`config.mk`:
```
export PLATFORM = sky130hd
export DESIGN_NAME = psg_tone_noise_mixer
export DESIGN_NICKNAME = d
export VERILOG_FILES = /design/src/rtl/psg_pkg.sv /design/src/rtl/psg_prescaler.sv /design/src/rtl/psg_period_div.sv /design/src/rtl/psg_noise_src.sv /design/src/rtl/psg_tone_voice.sv /design/src/rtl/psg_mix_voice.sv /design/src/rtl/psg_tone_noise_mixer.sv
export SDC_FILE = /design/constraint.sdc
export NUM_CORES = 1
export LEC_CHECK = 0
export ABC_CLOCK_PERIOD_IN_PS = 4800
export BUFFER_PORTS_ARGS = -buffer_cell sky130_fd_sc_hd__buf_2
export CORE_UTILIZATION = 63
export CTS_CLUSTER_SIZE = 12
export DETAILED_ROUTE_END_ITERATION = 6
export PLACE_DENSITY = 0.91
export RECOVER_POWER = 25
export SYNTH_ARGS = -nofsm -noshare
export SYNTH_HDL_FRONTEND = slang
export SYNTH_SLANG_ARGS = --single-unit
```
`constraint.sdc`:
```
create_clock -name clk -period 4.8 [get_ports clk]
set_input_delay 0.96 -clock clk [delete_from_list [all_inputs] [get_ports clk]]
set_output_delay 0.96 -clock clk [all_outputs]
set_load 0.05 [all_outputs]
```
`src/rtl/psg_pkg.sv`:
```
package psg_pkg;
  localparam int NUM_VOICE  = 3;
  localparam int TONE_BITS  = 12;
  localparam int NOISE_BITS = 5;
  localparam int AMP_BITS   = 4;
  localparam int PRE_DIV    = 16;
  localparam int LFSR_BITS  = 17;
  localparam int LFSR_TAP   = 3;
  localparam logic [LFSR_BITS-1:0] LFSR_SEED = LFSR_BITS'(1);
endpackage

```
`src/rtl/psg_prescaler.sv`:
```
module psg_prescaler #(
  parameter int DIV = 16
) (
  input  logic clk,
  input  logic rst_n,
  output logic tick_o
);
  localparam int CW = (DIV > 1) ? $clog2(DIV) : 1;
  localparam logic [CW-1:0] LAST = CW'(DIV - 1);

  logic [CW-1:0] cnt_q;

  always_ff @(posedge clk) begin
    if (!rst_n)               cnt_q <= '0;
    else if (cnt_q == LAST)   cnt_q <= '0;
    else                      cnt_q <= cnt_q + 1'b1;
  end

  assign tick_o = (cnt_q == LAST);

  // ticks are never back to back
  assert_tick_spacing_R1: assert property (@(posedge clk) disable iff (!rst_n)
    tick_o |=> !tick_o);
endmodule

```
`src/rtl/psg_period_div.sv`:
```
module psg_period_div #(
  parameter int W = 12
) (
  input  logic         clk,
  input  logic         rst_n,
  input  logic         tick_i,
  input  logic [W-1:0] period_i,
  output logic         expire_o
);
  logic [W-1:0] cnt_q;
  logic [W-1:0] cur_q;
  logic [W-1:0] per_eff;
  logic         at_end;

  // a zero period is treated as one
  assign per_eff  = (period_i == '0) ? W'(1) : period_i;
  assign at_end   = (cnt_q >= cur_q - 1'b1);
  assign expire_o = tick_i && at_end;

  always_ff @(posedge clk) begin
    if (!rst_n) begin
      cnt_q <= '0;
      cur_q <= W'(1);
    end else if (tick_i) begin
      if (at_end) begin
        cnt_q <= '0;
        cur_q <= per_eff;
      end else begin
        cnt_q <= cnt_q + 1'b1;
      end
    end
  end

  assert_cur_nonzero_R3: assert property (@(posedge clk) disable iff (!rst_n)
    cur_q != '0);
  assert_expire_needs_tick_R2: assert property (@(posedge clk) disable iff (!rst_n)
    !tick_i |=> $stable(cnt_q));
endmodule

```
`src/rtl/psg_noise_src.sv`:
```
module psg_noise_src
  import psg_pkg::*;
#(
  parameter int PW = NOISE_BITS,
  parameter int LW = LFSR_BITS,
  parameter int TAP = LFSR_TAP
) (
  input  logic          clk,
  input  logic          rst_n,
  input  logic          tick_i,
  input  logic [PW-1:0] period_i,
  output logic          noise_o
);
  logic          step;
  logic [LW-1:0] lfsr_q;

  psg_period_div #(.W(PW)) u_div (
    .clk(clk), .rst_n(rst_n), .tick_i(tick_i),
    .period_i(period_i), .expire_o(step)
  );

  always_ff @(posedge clk) begin
    if (!rst_n)    lfsr_q <= LW'(LFSR_SEED);
    else if (step) lfsr_q <= {lfsr_q[0] ^ lfsr_q[TAP], lfsr_q[LW-1:1]};
  end

  assign noise_o = lfsr_q[0];

  // register only moves on a divider expiry and never locks up at zero
  assert_lfsr_hold_R4: assert property (@(posedge clk) disable iff (!rst_n)
    !tick_i |=> $stable(lfsr_q));
  assert_lfsr_alive_R4: assert property (@(posedge clk) disable iff (!rst_n)
    lfsr_q != '0);
endmodule

```
`src/rtl/psg_tone_voice.sv`:
```
module psg_tone_voice #(
  parameter int W = 12
) (
  input  logic         clk,
  input  logic         rst_n,
  input  logic         tick_i,
  input  logic [W-1:0] period_i,
  output logic         tone_o
);
  logic flip;
  logic tone_q;

  psg_period_div #(.W(W)) u_div (
    .clk(clk), .rst_n(rst_n), .tick_i(tick_i),
    .period_i(period_i), .expire_o(flip)
  );

  always_ff @(posedge clk) begin
    if (!rst_n)    tone_q <= 1'b0;
    else if (flip) tone_q <= ~tone_q;
  end

  assign tone_o = tone_q;

  // the square wave only changes on a prescaler tick
  assert_tone_on_tick_R2: assert property (@(posedge clk) disable iff (!rst_n)
    !tick_i |=> $stable(tone_q));
endmodule

```
`src/rtl/psg_mix_voice.sv`:
```
module psg_mix_voice #(
  parameter int AW = 4
) (
  input  logic          tone_i,
  input  logic          noise_i,
  input  logic          tone_off_i,
  input  logic          noise_off_i,
  input  logic          env_mode_i,
  input  logic [AW-1:0] fixed_i,
  input  logic [AW-1:0] env_i,
  output logic [AW-1:0] level_o
);
  logic          gate;
  logic [AW-1:0] amp;

  always_comb begin
    gate    = (tone_i | tone_off_i) & (noise_i | noise_off_i);
    amp     = env_mode_i ? env_i : fixed_i;
    level_o = gate ? amp : '0;
  end
endmodule

```
`src/rtl/psg_tone_noise_mixer.sv`:
```
module psg_tone_noise_mixer
  import psg_pkg::*;
#(
  parameter int NV = NUM_VOICE,
  parameter int TW = TONE_BITS,
  parameter int NW = NOISE_BITS,
  parameter int AW = AMP_BITS
) (
  input  logic                 clk,
  input  logic                 rst_n,
  input  logic [NV-1:0][TW-1:0] tone_period,
  input  logic [NW-1:0]         noise_period,
  input  logic [2*NV-1:0]       mix_off,
  input  logic [NV-1:0]         amp_env_mode,
  input  logic [NV-1:0][AW-1:0] amp_fixed,
  input  logic [AW-1:0]         env_level,
  output logic [NV-1:0][AW-1:0] level_out
);
  logic          tick;
  logic          noise;
  logic [NV-1:0] tone;

  psg_prescaler #(.DIV(PRE_DIV)) u_pre (
    .clk(clk), .rst_n(rst_n), .tick_o(tick)
  );

  psg_noise_src #(.PW(NW)) u_noise (
    .clk(clk), .rst_n(rst_n), .tick_i(tick),
    .period_i(noise_period), .noise_o(noise)
  );

  for (genvar v = 0; v < NV; v++) begin : g_voice
    psg_tone_voice #(.W(TW)) u_tone (
      .clk(clk), .rst_n(rst_n), .tick_i(tick),
      .period_i(tone_period[v]), .tone_o(tone[v])
    );

    psg_mix_voice #(.AW(AW)) u_mix (
      .tone_i(tone[v]), .noise_i(noise),
      .tone_off_i(mix_off[v]), .noise_off_i(mix_off[NV+v]),
      .env_mode_i(amp_env_mode[v]), .fixed_i(amp_fixed[v]),
      .env_i(env_level), .level_o(level_out[v])
    );

    // a voice only ever shows zero or its selected source
    assert_level_source_R7: assert property (@(posedge clk) disable iff (!rst_n)
      (level_out[v] == '0) ||
      (level_out[v] == (amp_env_mode[v] ? env_level : amp_fixed[v])));
    // fully masked voice carries its amplitude constantly
    assert_masked_open_R6: assert property (@(posedge clk) disable iff (!rst_n)
      (mix_off[v] && mix_off[NV+v]) |->
      (level_out[v] == (amp_env_mode[v] ? env_level : amp_fixed[v])));
  end
endmodule

```
==> results of run 1 <==
==> metrics by stage <==
stage	hold WS [ns]	instances	setup slack, ns
global placement	0.446	912	1.46
detailed placement	0.457	912	1.37
global route	0.494	928	0.982
finish	0.472	928	1.30
floorplan	0.440	734	1.92
CTS	0.471	928	1.34
==> sequential cells by signal (all words and copies together) (netlist names) <==
name and cells:
g_voice.u_tone.u_div.cnt_q 36, u_noise.lfsr_q 17, u_noise.u_div.cnt_q 5, u_pre.cnt_q 4, g_voice.u_tone.u_div.cur_q 36, u_noise.u_div.cur_q 5
g_voice.u_tone.tone_o 3
==> how the worst max path moves through the flow <==
stage / from / endpoint / slack (ns)
2_1_floorplan: amp_env_mode[0] / level_out[0] / 1.92
3_3_place_gp: g_voice[1].u_tone.u_div.cur_q[2] / g_voice[1].u_tone.u_div.cur_q[0] / 1.46
3_5_place_dp: g_voice[1].u_tone.u_div.cur_q[2] / g_voice[1].u_tone.u_div.cur_q[0] / 1.37
4_1_cts: g_voice[1].u_tone.u_div.cur_q[2] / g_voice[1].u_tone.u_div.cur_q[0] / 1.34
5_1_grt: g_voice[1].u_tone.u_div.cur_q[2] / g_voice[1].u_tone.u_div.cur_q[0] / 0.98
6_report: g_voice[1].u_tone.u_div.cur_q[2] / g_voice[1].u_tone.u_div.cur_q[0] / 1.30
==> critical path: stages (launching register included) <==
cell	delay [ns]
dfxtp_1	0.37
nor4_1	0.36
nand2_1	0.14
nor4_1	0.24
xnor2_1	0.13
ha_1	0.33
nand4_1	0.17
a211oi_1	0.26
a41oi_2	0.24
a21oi_2	0.74
mux2_2	0.41
==> report_power, final <==
part,switching (uW),internal [uW]
sequential,2.17,881
combinational,74.4,39.6
clock,307,220
total,384,1140
==> layout make-up <==
class                   count  area (um^2)  area share (%)
well taps                 129          161            2.41
multi-input cells         576         3740            55.8
inverters                  16         60.1           0.897
repair buffers             85          432            6.44
flip-flops and latches    106         2120            31.7
clock buffers              11          151            2.26
clock inverters             5         36.3           0.542
==> placed cells by master (no fill, tap or decap), drive strengths merged, types with 14 or more instances in the layout <==
cell and instances:
xnor2 41, o21ai 35, mux2i 49, nor3 29, xor2 22, nand2 117
nand3 34, nor2 56, ha 50, inv 18, and3 17, clkbuf 14
buf 82, a21oi 49, dfxtp 106, nand4 16
==> cells by family (layout without fill, tap and decap cells) <==
| logic type | count (synthesis) | after routing | share of synthesized area (%) |
|---|---|---|---|
| buf+inv | 52 | 117 | 3.49 |
| fa+ha+maj | 50 | 50 | 10.3 |
| mux | 51 | 51 | 8.46 |
| compound gates | 107 | 107 | 10.2 |
| simple gates | 305 | 305 | 23.5 |
| xor+xnor | 63 | 63 | 9.10 |
| flops | 106 | 106 | 35.0 |
==> routing by layer <==
metal	vias to the layer above	wire length, um	global-route usage [%]
met5	-	0	0
met4	0	321	11.6
met3	35	507	6.55
met2	132	6940	49.1
met1	2546	5790	31.5
li1	2690	-	-
==> qor.yml, run 1 <==
hp-class: "reg -> reg"
drive_above_1_share_pct: 13.1
crit_fanout: 13
path_class: "reg -> reg"
final_nets: 912
yosysTopAreaCell: "dfxtp_1"
cts_hold_buf: 0
antennaDiodeCount: 0
dr_total_vias: 5403
cp-end-kind: "flop"
io_buffers: 79
syn-num-nets: 852
start_util_pct: 65.3
route.detailed.drc: 0
yosysTopAreaCellShare_pct: 35.0
core_area_um2: 9280
violations: "capacitance limit, slew limit"
maxCapViolCount: 1
ys_ff_latch: 106
synth_warnings: 0
grt_max_degree: 90
wl_um: 13600
tritoncts: "built"
die_w_um: 100
yosysSeqAreaShare_pct: 35.0
tns_ns: 0
fmax_mhz: 285
grt_pass1_wl_um: 22500
r2r_cells: 10
rrSetupSlack_ns: 1.30
avgRoutedWirePerCell_um: 14.6
power.leakage_uw: 0.00275
track_usage_pct: 27.5
start_kind: "flop"
numCtsBuffers: 9
drt_iter0_drc: 239
dp_hpwl_um: 9840
synth.most_common_cell: "nand2_1"
ios: 80
fill_cells: 723
fin_worst_skew_ns: 0.00950
rsz0062_at_grt: "false"
place_congestion: 0.905
clock_path_buffers: 2
drt_first_pass_iters: 5
synth_edf_count: 0
total_power_uw: 1520
final_cell_area_um2: 6700
cts_setup_buffers: 0
synthTopCellsByArea: "dfxtp_1 (35%), ha_1 (10%), mux2i_1 (8.1%)"
syn_inst: 734
synthDistinctLibCells: 45
postLayoutCoreUtil_pct: 72.2
ant_nets: 0
crit_required_ns: 5.07
reg2reg_to: "g_voice[1].u_tone.u_div.cur_q[0]"
clk_pin_slew_ns: 0.10
syn-cell-area_um2: 6070
vias_per_cell: 5.82
cp.arrival_ns: 3.78
cts-root-buf: "clkbuf_8"
slew_headroom_pct: -40.4
syn_avg_cell_area_um2: 8.26
area_growth_pct: 10.4
fin_crit_sh_pct: 73.0
die_y_um: 100
dieArea_um2: 10000
worstMarginPinSlew_ns: 2.11
antenna_found_initial: 0
gr-total-overflow: 0
post_cts_resized: 0
clk_latency_ns: 0.38
ys_top_cells_by_count: "nand2_1 (117), dfxtp_1 (106), nor2_1 (56), ha_1 (50), mux2i_1 (49)"
slew_violations: 49
ys.flop_type: "dfxtp_1"
hp-start: "u_noise.lfsr_q[13]"
dpl_cell_area_um2: 6520
r2r_start: "g_voice[1].u_tone.u_div.cur_q[2]"
min_path_cells: 2
setup_violations: 0
powerDensity_nw_per_um2: 228
hold_viol_final: 0
fin_crit_ns: 3.50
min_to: "u_noise.lfsr_q[12]"
status: "complete, but fails checks"
rows: 35
clock_sinks: 106
ir_drop_mv: 0.193
ctsHtreeMaxLevel: 3
grt_pass1_vias: 5275
async_reset_ff_share_pct: 0
Note: power is estimated with default switching activity, not from simulation.
==> run 2: changes to the inputs <==
ABC_CLOCK_PERIOD_IN_PS = 3600   (was 4800)
CORE_UTILIZATION = 58   (was 63)
PLACE_DENSITY = 0.85   (was 0.91)
clock period = 3.6 ns   (was 4.8 ns; I/O delays follow)
==> qor.yml, run 2 (same netlist as run 1, synthesis figures left out) <==
status: "complete, but fails checks"
violations: "capacitance limit, slew limit"
grt_max_degree: 45
fin_crit_ns: 3.09
clk_latency_ns: 0.39
cts_hold_buf: 0
slew_violations: 38
fmax_mhz: 324
start_util_pct: 60.9
clock_sinks: 106
power.leakage_uw: 0.00273
dpl_cell_area_um2: 6560
place_congestion: 0.855
post_cts_resized: 0
final_cell_mix: "nand2_1 (117), dfxtp_1 (106), buf_2 (66)"
cp.arrival_ns: 3.41
die_w_um: 104
numCtsBuffers: 9
setup_violations: 0
ios: 80
rsz0062_at_grt: "false"
antennaDiodeCount: 0
route.detailed.drc: 0
hp-class: "reg -> reg"
hold_viol_final: 0
total_power_uw: 2090
die_y_um: 104
ctsHtreeMaxLevel: 3
drive_above_1_share_pct: 12.1
gr-total-overflow: 0
crit_fanout: 13
ant_nets: 0
cp-end-kind: "flop"
track_usage_pct: 26.5
ir_drop_mv: 0.182
core_area_um2: 9950
drt_first_pass_iters: 5
io_buffers: 79
dr_total_vias: 5397
antenna_found_initial: 0
worstMarginPinSlew_ns: 1.56
dp_slack_ns: 0.604
tns_ns: 0
path_class: "reg -> reg"
start_kind: "flop"
dieArea_um2: 10900
setup_slack_ns: 0.513
avgRoutedWirePerCell_um: 14.9
maxCapViolCount: 1
cts-root-buf: "clkbuf_8"
fill_cells: 795
crit_required_ns: 3.92
reg.largest.list: "g_voice.u_tone.u_div.cnt_q (36), g_voice.u_tone.u_div.cur_q (36), u_noise.lfsr_q (17)"
tritoncts: "built"
clk_pin_slew_ns: 0.10
area_growth_pct: 11.0
layout_commonest_cell: "nand2_1"
slew_headroom_pct: -3.87
grt_pass1_wl_um: 23700
fin_worst_skew_ns: 0.00564
vias_per_cell: 5.77
fin_crit_sh_pct: 85.7
drt_iter0_drc: 247
grt_pass1_vias: 5359
dp_hpwl_um: 10300
powerDensity_nw_per_um2: 311
rows: 36
final_nets: 916
clock_path_buffers: 2
wl_um: 13900
final_cell_area_um2: 6730
cts_setup_buffers: 0
run 2: cell types whose count changed in the layout (fill, tap and decap cells not counted), sizes merged:
cell,delta
clkbuf,+14
buf,-9
clkinv,-3
inv,+2
run 2: cell type report:
cell class	count	area (um^2)	area share, %
clock buffer	12	165	2.45
multi-input combinational	576	3740	55.5
tap	133	166	2.47
timing repair buffer	89	444	6.60
clock inverter	4	40.0	0.595
inverter	16	60.1	0.892
sequential	106	2120	31.5
run 2: routing by layer:
metal	vias to the layer above	part of all wire [%]	global-route usage, %
li1	2691	-	-
met1	2574	42	29.6
met2	105	53	48.9
met3	27	3.3	5.20
met4	0	2.2	10.2
met5	-	0	0
run 2: worst max-delay path, stage by stage, from the launching register on:
cell and delay, ns:
dfxtp_1 0.37, nor4_1 0.43, nand2_1 0.17, nor4_1 0.29
xnor2_1 0.12, ha_1 0.31, nand2_1 0.06, nor2_1 0.13
o2111ai_1 0.25, a21oi_2 0.21, buf_4 0.24, buf_4 0.24
mux2i_1 0.19
run 2: through the flow:
stage | hold slack, ns | instances | util (%)
after CTS | 0.470 | 936 | 67.9
after floorplan | 0.440 | 734 | -
after global placement | 0.446 | 920 | 65.8
final | 0.469 | 936 | 67.6
after detailed placement | 0.458 | 920 | 65.8
after global routing | 0.487 | 936 | 67.6
run 2: path summary, 6_finish.rpt:
| check | to | slack (ns) | depth (start not counted) | start |
|---|---|---|---|---|
| min reg2reg | u_noise.lfsr_q[14] | 0.47 | 2 | u_noise.lfsr_q[15] |
| min | u_noise.lfsr_q[14] | 0.47 | 2 | u_noise.lfsr_q[15] |
| max | g_voice[0].u_tone.u_div.cur_q[11] | 0.51 | 12 | g_voice[0].u_tone.u_div.cur_q[2] |
| max reg2reg | g_voice[0].u_tone.u_div.cur_q[11] | 0.51 | 12 | g_voice[0].u_tone.u_div.cur_q[2] |
run 2: power by group:
group / switching (uW) / internal, uW / leakage [uW]
sequential: 2.82 / 1170 / 0.000854
clock: 439 / 324 / 0.000107
combinational: 100 / 50.7 / 0.00177
==> run 3: changes to the inputs <==
ABC_AREA = 1   (was default)
CORE_UTILIZATION = 59   (was 58)
PLACE_DENSITY = 0.86   (was 0.85)
==> qor.yml, run 3 <==
final_cell_mix: "nand2_1 (205), nor2_1 (162), dfxtp_1 (106)"
fin_crit_sh_pct: 85.8
gr-total-overflow: 0
synth_warnings: 0
drt_first_pass_iters: 5
fmax_mhz: 324
ctsHtreeMaxLevel: 3
setup_violations: 0
slew_violations: 0
synthTopCellsByArea: "dfxtp_1 (33%), nand2_1 (12%), ha_1 (9.9%)"
syn_inst: 924
ant_nets: 0
antenna_found_initial: 0
track_usage_pct: 24.2
syn_avg_cell_area_um2: 6.86
start_util_pct: 61.1
status: "finished clean"
yosysSeqAreaShare_pct: 33.5
ys_top_cells_by_count: "nand2_1 (205), nor2_1 (162), dfxtp_1 (106), inv_1 (99)"
async_reset_ff_share_pct: 0
synth.most_common_cell: "nand2_1"
slew_headroom_pct: 17.7
grt_pass1_wl_um: 22500
numCtsBuffers: 9
cts-root-buf: "clkbuf_8"
fin_worst_skew_ns: 0.0107
dr_total_vias: 5748
crit_required_ns: 3.89
hp-class: "reg -> reg"
ys.flop_type: "dfxtp_1"
die_w_um: 106
cts_setup_buffers: 0
cp-end-kind: "flop"
synth_edf_count: 0
ios: 80
hp-start: "u_pre.cnt_q[0]"
rows: 37
power.leakage_uw: 0.00311
path_class: "reg -> reg"
final_nets: 1111
antennaDiodeCount: 0
syn-cell-area_um2: 6340
hold_viol_final: 0
area_growth_pct: 10.2
r2r_start: "g_voice[2].u_tone.u_div.cur_q[2]"
grt_pass1_vias: 5236
dp.cells: 1118
route.detailed.drc: 0
die_y_um: 106
drt_iter0_drc: 288
ir_drop_mv: 0.252
grt_max_degree: 63
vias_per_cell: 5.07
io_buffers: 79
layout_commonest_cell: "nand2_1"
synthDistinctLibCells: 36
reg.largest.list: "g_voice.u_tone.u_div.cnt_q (36), g_voice.u_tone.u_div.cur_q (36), u_noise.lfsr_q (17)"
place_congestion: 0.830
cts_hold_buf: 0
tns_ns: 0
total_power_uw: 2120
ys_ff_latch: 106
wl_um: 12800
avgRoutedWirePerCell_um: 11.2
yosysTopAreaCellShare_pct: 33.5
clock_path_buffers: 2
crit_fanout: 17
postLayoutCoreUtil_pct: 67.4
clk_pin_slew_ns: 0.10
core_area_um2: 10400
rsz0062_at_grt: "false"
powerDensity_nw_per_um2: 304
crit_start: "g_voice[2].u_tone.u_div.cur_q[2]"
cp.arrival_ns: 3.38
post_cts_resized: 0
start_kind: "flop"
yosysTopAreaCell: "dfxtp_1"
worstMarginPinSlew_ns: 1.23
drive_above_1_share_pct: 11.1
clk_latency_ns: 0.37
dieArea_um2: 11200
stdcell_count: 1134
maxCapViolCount: 0
fin_crit_ns: 3.09
dp_hpwl_um: 9350
tritoncts: "built"
clock_sinks: 106
syn-num-nets: 1042
[run 3: cell types whose count changed after synthesis, moves of 23 or more]
cell,change
clkbuf_1,-23
inv_1,+83
nand3_1,+28
nand2_1,+88
nor2_1,+106
mux2i_1,-49
[run 3: cell families after synthesis]
family,share of synthesized area (%)
buffers and inverters,8.49
XOR/XNOR,6.91
adder cells (fa/ha/maj),9.87
flip-flops,33.5
AO/OA/AOI/OAI,8.47
AND/OR/NAND/NOR,32.8
[run 3: final timing paths]
kind,to,slack [ns],cells past startpoint
hold / removal,u_pre.cnt_q[0],0.46,1
setup reg to reg,g_voice[2].u_tone.u_div.cnt_q[6],0.51,15
setup / recovery,g_voice[2].u_tone.u_div.cnt_q[6],0.51,15
hold reg to reg,u_pre.cnt_q[0],0.46,1
[run 3: area by class of cell]
type / count / area (um^2)
clock buffer: 11 / 131
sequential: 106 / 2120
tap: 136 / 170
multi-input combinational: 691 / 3680
clock inverter: 5 / 85.1
fill: 928 / 3380
timing repair buffer: 85 / 422
inverter: 100 / 375
[run 3: critical path: stages (launching register included)]
cell and delay [ns]:
dfxtp_1 0.35, nor2_1 0.13, nand3_1 0.13, nor3_1 0.33, nand3_1 0.14, xnor2_1 0.16, inv_1 0.06, ha_1 0.29
nand2_1 0.09, nor2_1 0.06, and2_1 0.13, nand2_1 0.07, nand3_2 0.30, nand2_2 0.38, nand2_2 0.19, nor3_1 0.21
[run 3: metrics by stage]
step           hold WS (ns)  instance area, um^2  setup WS, ns
6_report              0.459                 6990         0.511
5_1_grt               0.487                 6990         0.149
4_1_cts               0.463                 7000         0.570
3_5_place_dp          0.441                 6790         0.631
3_3_place_gp          0.436                 6790         0.750
2_1_floorplan         0.418                 6340          1.20
[run 3: routing by layer]
metal / GRT usage, % / vias to the layer above / part of all wire [%]
met5: 0 / - / 0
met4: 4.86 / 0 / 0.90
met3: 5.07 / 11 / 3.9
met2: 42.1 / 113 / 47
met1: 30.8 / 2549 / 48
li1: - / 3075 / -
[run 3: power by group]
part           internal (uW)  switching, uW  total, uW
Combinational           50.1           94.3        144
Sequential              1170           2.48       1180
Clock                    398            403        801
Total                   1620            500       2120
